[config.mk]
export PLATFORM = sky130hd
export DESIGN_NAME = spi_status_word
export DESIGN_NICKNAME = d
export VERILOG_FILES = /design/src/rtl/spi_stat_pkg.sv /design/src/rtl/spi_tx_tracker.sv /design/src/rtl/spi_rx_tracker.sv /design/src/rtl/spi_fault_tracker.sv /design/src/rtl/spi_status_word.sv
export SDC_FILE = /design/constraint.sdc
export NUM_CORES = 1
export LEC_CHECK = 0
export BUFFER_PORTS_ARGS = -buffer_cell sky130_fd_sc_hd__buf_4
export CORE_ASPECT_RATIO = 1.2
export CORE_MARGIN = 1.5
export CORE_UTILIZATION = 50
export CTS_CLUSTER_SIZE = 40
export DETAILED_ROUTE_END_ITERATION = 8
export PLACE_DENSITY = 0.84
export SLEW_MARGIN = 10
export SYNTH_ARGS = -nofsm -noshare
export SYNTH_HDL_FRONTEND = slang
export SYNTH_SLANG_ARGS = --single-unit
[constraint.sdc]
create_clock -name clk -period 4.2 [get_ports clk]
set_input_delay 0.84 -clock clk [delete_from_list [all_inputs] [get_ports clk]]
set_output_delay 0.84 -clock clk [all_outputs]
set_load 0.005 [all_outputs]
[src/rtl/spi_stat_pkg.sv]
package spi_stat_pkg;

    localparam int STAT_W = 32;
    localparam int FLAG_W = 5;

    // Flag bundle, MSB first: fault is bit 4 and rx_empty is bit 0.
    typedef struct packed {
        logic modf;
        logic tx_full;
        logic tx_empty;
        logic rx_full;
        logic rx_empty;
    } stat_flags_t;

    typedef enum logic [1:0] {
        OCC_HOLD = 2'd0,
        OCC_INC  = 2'd1,
        OCC_DEC  = 2'd2
    } occ_op_t;

    function automatic occ_op_t pick_op(input logic inc, input logic dec);
        if (inc && !dec) return OCC_INC;
        if (dec && !inc) return OCC_DEC;
        return OCC_HOLD;
    endfunction

    function automatic logic [STAT_W-1:0] pack_status(input stat_flags_t f);
        return {{(STAT_W-FLAG_W){1'b0}}, f};
    endfunction

endpackage

[src/rtl/spi_tx_tracker.sv]
module spi_tx_tracker
    import spi_stat_pkg::*;
#(
    parameter bit FIFO_EN    = 1'b1,
    parameter int FIFO_DEPTH = 16
) (
    input  logic clk,
    input  logic rst,
    input  logic wr_stb,
    input  logic done,
    output logic full,
    output logic empty
);
    localparam int CW = $clog2(FIFO_DEPTH + 1);
    localparam logic [CW-1:0] FULL_V = CW'(FIFO_DEPTH);

    generate
        if (FIFO_EN) begin : g_fifo
            logic [CW-1:0] cnt;
            logic inc, dec;
            occ_op_t op;

            // A completion frees a slot, so a write at full is accepted alongside it.
            assign inc = wr_stb && ((cnt != FULL_V) || done);
            assign dec = done && (cnt != '0);
            assign op  = pick_op(inc, dec);

            always_ff @(posedge clk) begin
                if (rst) begin
                    cnt <= '0;
                end else begin
                    case (op)
                        OCC_INC: cnt <= cnt + 1'b1;
                        OCC_DEC: cnt <= cnt - 1'b1;
                        default: cnt <= cnt;
                    endcase
                end
            end

            assign full  = (cnt == FULL_V);
            assign empty = (cnt == '0);
        end else begin : g_reg
            logic full_q, empty_q;

            always_ff @(posedge clk) begin
                if (rst) begin
                    full_q  <= 1'b0;
                    empty_q <= 1'b1;
                end else if (wr_stb) begin
                    full_q  <= 1'b1;
                    empty_q <= 1'b0;
                end else if (done) begin
                    full_q  <= 1'b0;
                    empty_q <= 1'b1;
                end
            end

            assign full  = full_q;
            assign empty = empty_q;
        end
    endgenerate

endmodule

[src/rtl/spi_rx_tracker.sv]
module spi_rx_tracker
    import spi_stat_pkg::*;
#(
    parameter bit FIFO_EN    = 1'b1,
    parameter int FIFO_DEPTH = 16
) (
    input  logic clk,
    input  logic rst,
    input  logic done,
    input  logic rd_stb,
    output logic full,
    output logic empty
);
    localparam int CW = $clog2(FIFO_DEPTH + 1);
    localparam logic [CW-1:0] FULL_V = CW'(FIFO_DEPTH);

    generate
        if (FIFO_EN) begin : g_fifo
            logic [CW-1:0] cnt;
            logic inc, dec;
            occ_op_t op;

            assign inc = done && ((cnt != FULL_V) || rd_stb);
            assign dec = rd_stb && (cnt != '0);
            assign op  = pick_op(inc, dec);

            always_ff @(posedge clk) begin
                if (rst) begin
                    cnt <= '0;
                end else begin
                    case (op)
                        OCC_INC: cnt <= cnt + 1'b1;
                        OCC_DEC: cnt <= cnt - 1'b1;
                        default: cnt <= cnt;
                    endcase
                end
            end

            assign full  = (cnt == FULL_V);
            assign empty = (cnt == '0);
        end else begin : g_reg
            logic full_q;

            // New data beats a drain landing in the same cycle.
            always_ff @(posedge clk) begin
                if (rst)         full_q <= 1'b0;
                else if (done)   full_q <= 1'b1;
                else if (rd_stb) full_q <= 1'b0;
            end

            assign full  = full_q;
            assign empty = ~full_q;
        end
    endgenerate

endmodule

[src/rtl/spi_fault_tracker.sv]
module spi_fault_tracker #(
    parameter bit MASTER_ONLY = 1'b0
) (
    input  logic clk,
    input  logic rst,
    input  logic ss_n,
    input  logic is_master,
    input  logic stat_rd,
    output logic modf,
    output logic irq
);
    generate
        if (MASTER_ONLY) begin : g_tied
            assign modf = 1'b0;
            assign irq  = 1'b0;
        end else begin : g_live
            logic ss_prev, modf_q, irq_q, set_ev;

            assign set_ev = ss_prev && !ss_n && is_master;

            always_ff @(posedge clk) begin
                if (rst) begin
                    ss_prev <= 1'b1;
                    modf_q  <= 1'b0;
                    irq_q   <= 1'b0;
                end else begin
                    ss_prev <= ss_n;
                    irq_q   <= set_ev && !modf_q;
                    if (set_ev)       modf_q <= 1'b1;
                    else if (stat_rd) modf_q <= 1'b0;
                end
            end

            assign modf = modf_q;
            assign irq  = irq_q;
        end
    endgenerate

endmodule

[src/rtl/spi_status_word.sv]
module spi_status_word
    import spi_stat_pkg::*;
#(
    parameter bit          FIFO_EN     = 1'b1,
    parameter int          FIFO_DEPTH  = 16,
    parameter bit          MASTER_ONLY = 1'b0,
    parameter int          ADDR_W      = 8,
    parameter logic [31:0] STAT_OFFSET = 32'h64
) (
    input  logic              clk,
    input  logic              rst,
    input  logic              bus_rd,
    input  logic              bus_wr,
    input  logic [ADDR_W-1:0] bus_addr,
    input  logic              tx_wr_stb,
    input  logic              rx_rd_stb,
    input  logic              xfer_done,
    input  logic              ss_in_n,
    input  logic              cfg_master,
    output logic [STAT_W-1:0] stat_word,
    output logic              fault_irq
);
    localparam logic [ADDR_W-1:0] STAT_ADDR = STAT_OFFSET[ADDR_W-1:0];

    logic        stat_rd;
    stat_flags_t flags;

    // A cycle carrying the write strobe is never a status read.
    assign stat_rd = bus_rd && !bus_wr && (bus_addr == STAT_ADDR);

    spi_tx_tracker #(.FIFO_EN(FIFO_EN), .FIFO_DEPTH(FIFO_DEPTH)) u_tx (
        .clk    (clk),
        .rst    (rst),
        .wr_stb (tx_wr_stb),
        .done   (xfer_done),
        .full   (flags.tx_full),
        .empty  (flags.tx_empty)
    );

    spi_rx_tracker #(.FIFO_EN(FIFO_EN), .FIFO_DEPTH(FIFO_DEPTH)) u_rx (
        .clk    (clk),
        .rst    (rst),
        .done   (xfer_done),
        .rd_stb (rx_rd_stb),
        .full   (flags.rx_full),
        .empty  (flags.rx_empty)
    );

    spi_fault_tracker #(.MASTER_ONLY(MASTER_ONLY)) u_fault (
        .clk       (clk),
        .rst       (rst),
        .ss_n      (ss_in_n),
        .is_master (cfg_master),
        .stat_rd   (stat_rd),
        .modf      (flags.modf),
        .irq       (fault_irq)
    );

    assign stat_word = pack_status(flags);

endmodule

======== After elaboration in Yosys (flattened, before gate mapping) ========
Cells that the tools add are included.
word-level totals
  logic and storage cells ................. 65
  bits of input ports ..................... 17
  flip-flop bits (word level) ............. 13
  output and inout port bits .............. 33
operators by class
  $add $sub $neg .......................... 4
  reduce and logical (&&, ||, !) cells .... 29
  mux-type cells .......................... 18
  equality and inequality tests ........... 9
operators with widths
  kind                                                                 count
  5-bit one-hot mux with 2 select lines                                2
  2-bit two-way mux                                                    8
  1-bit logical AND                                                    13
  5-bit by 1-bit adder with 5-bit output (second input constant)       2
  5-bit == test (second input constant)                                2
  5-bit zero test                                                      2
  5-bit != test (second input constant)                                2
  5-bit nonzero test                                                   2
  5-bit by 1-bit subtractor with 5-bit output (second input constant)  2
  8-bit by 7-bit == test with 1-bit output (second input constant)     1
  1-bit two-way mux                                                    8
  1-bit zero test                                                      7
  2-bit nonzero test                                                   3
  2-bit by 1-bit == test with 1-bit output (second input constant)     2
  2-bit == test (second input constant)                                2
  1-bit logical OR                                                     2

======== Logic depth before layout (Yosys ltp) ========
  depth after elaboration ................. 11
  gate-level depth with buffers ........... 10
  mapped depth without buffers ............ 10

======== Modules after synthesis ========
Synthesis repeated with hierarchy kept, for this count alone.
unflattened totals
  cells, all modules ...................... 119
  area total of the unflattened synthesis .. 1017.2 um^2
modules (own cells, without submodules)
  module             cells each  instances  area each (um^2)
  spi_rx_tracker     40          1          340.3
  spi_tx_tracker     40          1          340.3
  spi_status_word    31          1          241.5
  spi_fault_tracker  8           1          95.1

======== Worst setup path after synthesis ========
Ideal clock, no wire load.
  kind .................................... input to register
  start point ............................. input rx_rd_stb
  end point ............................... register u_rx.g_fifo.cnt[4]
  setup slack ............................. 1.624 ns
  cell stages on the path ................. 8
  data required time ...................... 4.077 ns
  arrival time ............................ 2.453 ns
  buffers on the path ..................... 0
  cell sequence ........................... o21ai_1 -> ha_1 -> inv_1 -> fa_1 -> nand2b_1 -> a21oi_1 -> mux2i_1 -> mux2_1
on the way
  longest elaborated chain between the ends .. 10
  elaborated cells on any way between the ends .. 17
  those cells by class .................... 2 x eq/ne; 7 x mux; 8 x reduce/logical
RTL lines
  item                                                                         line                   source
  start: declaration                                                           spi_status_word.sv:16  input logic rx_rd_stb,
  1-bit logical OR                                                             spi_rx_tracker.sv:23   assign inc = done && ((cnt != FULL_V) || rd_stb);
  1-bit logical AND                                                            spi_rx_tracker.sv:23
  1-bit zero test                                                              spi_stat_pkg.sv:23     if (dec && !inc) return OCC_DEC;
  1-bit logical AND                                                            spi_stat_pkg.sv:23
  1-bit two-way mux (2 in a row)                                               spi_stat_pkg.sv:23
  2-bit two-way mux                                                            spi_stat_pkg.sv:24     return OCC_HOLD;
  2-bit two-way mux (*)                                                        spi_stat_pkg.sv:23
  2-bit == test or 2-bit by 1-bit == test with 1-bit output (tied branches)    spi_rx_tracker.sv:31   case (op)
  5-bit one-hot mux with 2 select lines or 2-bit nonzero test (tied branches)  n/a
  end signal: assignment                                                       spi_rx_tracker.sv:32   OCC_INC: cnt <= cnt + 1'b1;
  end signal: assignment                                                       spi_rx_tracker.sv:33   OCC_DEC: cnt <= cnt - 1'b1;
  end signal: assignment                                                       spi_rx_tracker.sv:34   default: cnt <= cnt;
  end: declaration                                                             spi_rx_tracker.sv:19   logic [CW-1:0] cnt;
Mark *: on every way between the ends. The rest lies on a longest branch, timed or not. The select of a mux whose other input is x is not followed.
A chain may end at the register's enable or synchronous reset.

======== Worst setup path in the final report ========
  start point ............................. register u_rx.g_fifo.cnt[0]
  end point ............................... register u_rx.g_fifo.cnt[4]
on the way
  longest elaborated chain between the ends .. 11
  elaborated cells on any way between the ends .. 21
  those cells by class .................... 2 x add/sub; 3 x eq/ne; 7 x mux; 9 x reduce/logical
RTL lines
  item                                                                         line
  5-bit != test                                                                spi_rx_tracker.sv:23
  1-bit logical OR                                                             spi_rx_tracker.sv:23
  1-bit logical AND                                                            spi_rx_tracker.sv:23
  1-bit zero test                                                              spi_stat_pkg.sv:23
  1-bit logical AND                                                            spi_stat_pkg.sv:23
  1-bit two-way mux (2 in a row)                                               spi_stat_pkg.sv:23
  2-bit two-way mux                                                            spi_stat_pkg.sv:24
  2-bit two-way mux                                                            spi_stat_pkg.sv:23
  2-bit == test or 2-bit by 1-bit == test with 1-bit output (tied branches)    spi_rx_tracker.sv:31
  5-bit one-hot mux with 2 select lines or 2-bit nonzero test (tied branches)  n/a
Parallel ways exist; a longest one is shown, timed or not. The select of a mux whose other input is x is not followed.

==> impl_metrics.json <==
{
  "p_leak_uw": 0.000589,
  "first_iter_violations": 17,
  "portBuffers": 22,
  "io_pins": 50,
  "yosys.area.top_type": "dfxtp_1",
  "drc": 0,
  "synth_top_area_share_pct": 24.3,
  "cp.arrival_ns": 2.87,
  "crit_path_cell_trace": "nor4_1 > nand2_1 > o21ai_1 > ha_1 > inv_1 > fa_1 > nand2b_1 > a21oi_1 > mux2i_1 > mux2_1",
  "worst-path-max-fanout": 5,
  "multiInputGateArea_um2": 626,
  "grt_pass1_wl_mm": 2.94,
  "r2r_cells": 10,
  "numCtsBuffers": 3,
  "setup_tns_ns": 0,
  "post_cts_buffers": 0,
  "synthesis.area_um2": 1070,
  "fp-row-count": 18,
  "die_height_um": 53.7,
  "start_util_pct": 52.3,
  "slew_viol_final": 0,
  "max_stage_delay_ns": 0.40,
  "finalCritPeriodShare_pct": 64.4,
  "dieArea_um2": 2430,
  "cts_tree": "built",
  "seqCellArea_um2": 260,
  "worstSkewPairLatency_ns": 0.28,
  "worstSetupPathType": "register to register",
  "powerDensity_nw_per_um2": 594,
  "avgSynthCellArea_um2": 8.05,
  "startpoint": "u_rx.g_fifo.cnt[0]",
  "clkSinkCount": 13,
  "wirelength_mm": 1.81,
  "synth_common_cells": "32 x buf_4, 18 x nor2_1, 13 x dfxtp_1",
  "outcome": "finished, final reports clean",
  "start_kind": "register",
  "fin_nets": 177,
  "ys_seq_area_share_pct": 24.3,
  "critPathCapture": "u_rx.g_fifo.cnt[4]",
  "core_um2": 2050,
  "rr_endpoint": "u_rx.g_fifo.cnt[4]",
  "synth-edff-count": 0,
  "fin_crit_ns": 2.70,
  "placed_cell_area_um2": 1110,
  "cts_buffer_depth": 2,
  "yosys_warnings": 0,
  "dp_hpwl_mm": 1.44,
  "rsz0062_at_grt": "no",
  "antenna_found_initial": 0,
  "cap_violations": 0,
  "synth.top_cells.by_area": "dfxtp_1 24%, buf_4 22%, ha_1 9.3%",
  "ys_ff_latch": 13,
  "async_reset_ff_share_pct": 0,
  "worstPathRequired_ns": 4.36,
  "gp_congestion": 0.879,
  "final_cell_area_um2": 1140,
  "critPathCaptureType": "register",
  "n_antenna_cell": 0,
  "postSynthCellCount": 133,
  "wl_per_cell_um": 10.1,
  "synth_cell_types": 30,
  "cp_slowest_cell": "fa_1",
  "post_cts_resized": 0,
  "vias": 835,
  "synthFlopType": "dfxtp_1",
  "grt_start_max_net_pins": 18,
  "first_pass_iters": 4,
  "clockRootBuffer": "clkbuf_4",
  "rrSetupSlack_ns": 1.50,
  "overflow": 0,
  "synth_most_common_cell": "buf_4",
  "cts_max_level": 1,
  "area_growth_pct": 6.54,
  "clock_skew_ns": 0.00674,
  "finalHoldViolCount": 0,
  "cts_hold_buf": 0,
  "n_fill_cell": 194,
  "ir_worst_vdd_mv": 0.207,
  "postRouteAntennaNets": 0,
  "fin_total_pwr_uw": 677,
  "path_clk_slew_ns": 0.08,
  "r2r_start": "u_rx.g_fifo.cnt[0]",
  "grt.total_usage_pct": 16.9,
  "drive_above_1_share_pct": 16.8,
  "setup_violations": 0,
  "min_path_type": "register to register",
  "fp.dieW_um": 45.3,
  "achievable-frequency_ghz": 0.370,
  "vias_per_cell": 4.66,
  "grt_pass1_vias": 728
}
where the power goes:
group	internal [µW]	switching, µW	total [µW]
logic	191	204	395
clock network	36.8	40.2	77.1
registers	164	40.8	205
total	392	285	677
through the flow:
step	utilization, %	cells	hold WS [ns]	worst slack (ns)
detailed placement	54.4	175	0.447	1.38
global route	55.7	179	0.470	1.27
floorplan	-	159	0.414	1.62
global placement	54.4	175	0.429	1.44
CTS	55.7	179	0.461	1.48
finish	55.7	179	0.457	1.50
worst max-delay path: cells and delay by family, from the launching register on:
family	cells	cell delay [ns]
AO/OA/AOI/OAI	2	0.31
buffers and inverters	1	0.09
AND/OR/NAND/NOR	3	0.67
flip-flops	1	0.35
multiplexers	2	0.54
adder cells (fa/ha/maj)	2	0.65
cells in the final DEF, fill, tap and decap left out:
| cell | netlist | routed |
|---|---|---|
| and3_1 | 1 | 1 |
| nor2_1 | 18 | 18 |
| or3_1 | 2 | 2 |
| ha_1 | 8 | 8 |
| a21o_1 | 2 | 2 |
| xor2_1 | 3 | 3 |
| a21oi_1 | 9 | 9 |
| clkbuf_1 | 3 | 1 |
| inv_1 | 6 | 6 |
| or4_1 | 1 | 1 |
| conb_1 | 1 | 27 |
| nand2b_1 | 1 | 1 |
| clkbuf_4 | 0 | 3 |
| xnor2_1 | 1 | 1 |
| nor4_1 | 4 | 4 |
| nand3b_1 | 1 | 1 |
| o31ai_1 | 1 | 1 |
| buf_4 | 32 | 22 |
| nor4bb_1 | 3 | 3 |
| clkinv_1 | 1 | 1 |
| nor2b_1 | 5 | 5 |
| nand4b_1 | 1 | 1 |
| mux2i_1 | 2 | 2 |
| dfxtp_1 | 13 | 13 |
| fa_1 | 2 | 2 |
| nand3_1 | 2 | 2 |
| o21ai_1 | 2 | 2 |
| mux2_1 | 1 | 1 |
| nor4b_1 | 1 | 1 |
| nand2_1 | 5 | 5 |
how the worst min path moves through the flow:
stage / to / cells past startpoint / startpoint
detailed placement: u_fault.irq / 1 / u_fault.modf
finish: u_fault.irq / 1 / u_fault.modf
global route: u_fault.irq / 1 / u_fault.modf
CTS: u_fault.irq / 1 / u_fault.modf
global placement: u_fault.irq / 1 / u_fault.modf
floorplan: u_fault.irq / 1 / u_fault.modf
registers in the layout (all words and copies together) (netlist names):
| signal | count |
|---|---|
| u_fault.g_live.ss_prev | 1 |
| u_fault.modf | 1 |
| u_rx.g_fifo.cnt | 5 |
| u_fault.irq | 1 |
| u_tx.g_fifo.cnt | 5 |
cells by family (layout without fill, tap and decap cells):
logic type	after synthesis	count (layout)	share of synthesized area [%]
compound gates	14	14	7.24
xor+xnor	4	4	3.27
fa+ha+maj	10	10	13.1
buf+inv	43	33	26.4
flops	13	13	24.3
mux	3	3	2.92
other cells	1	27	0.350
simple gates	45	45	22.4
area by class of cell:
type / instances / area share [%]
inverter: 7 / 2.30
tap: 30 / 3.29
timing repair buffer: 22 / 14.5
multi-input combinational: 103 / 54.8
clock buffer: 4 / 2.30
sequential: 13 / 22.8
metal layers:
metal | vias to the layer above | wire length (µm) | part of all wire (%) | global-route usage (%)
li1 | 414 | - | - | -
met1 | 369 | 711 | 39 | 16.4
met2 | 48 | 940 | 52 | 31.0
met3 | 4 | 118 | 6.5 | 2.68
met4 | 0 | 40 | 2.2 | 13.2
met5 | - | 0 | 0 | 0
Note: power is estimated with default switching activity, not from simulation.
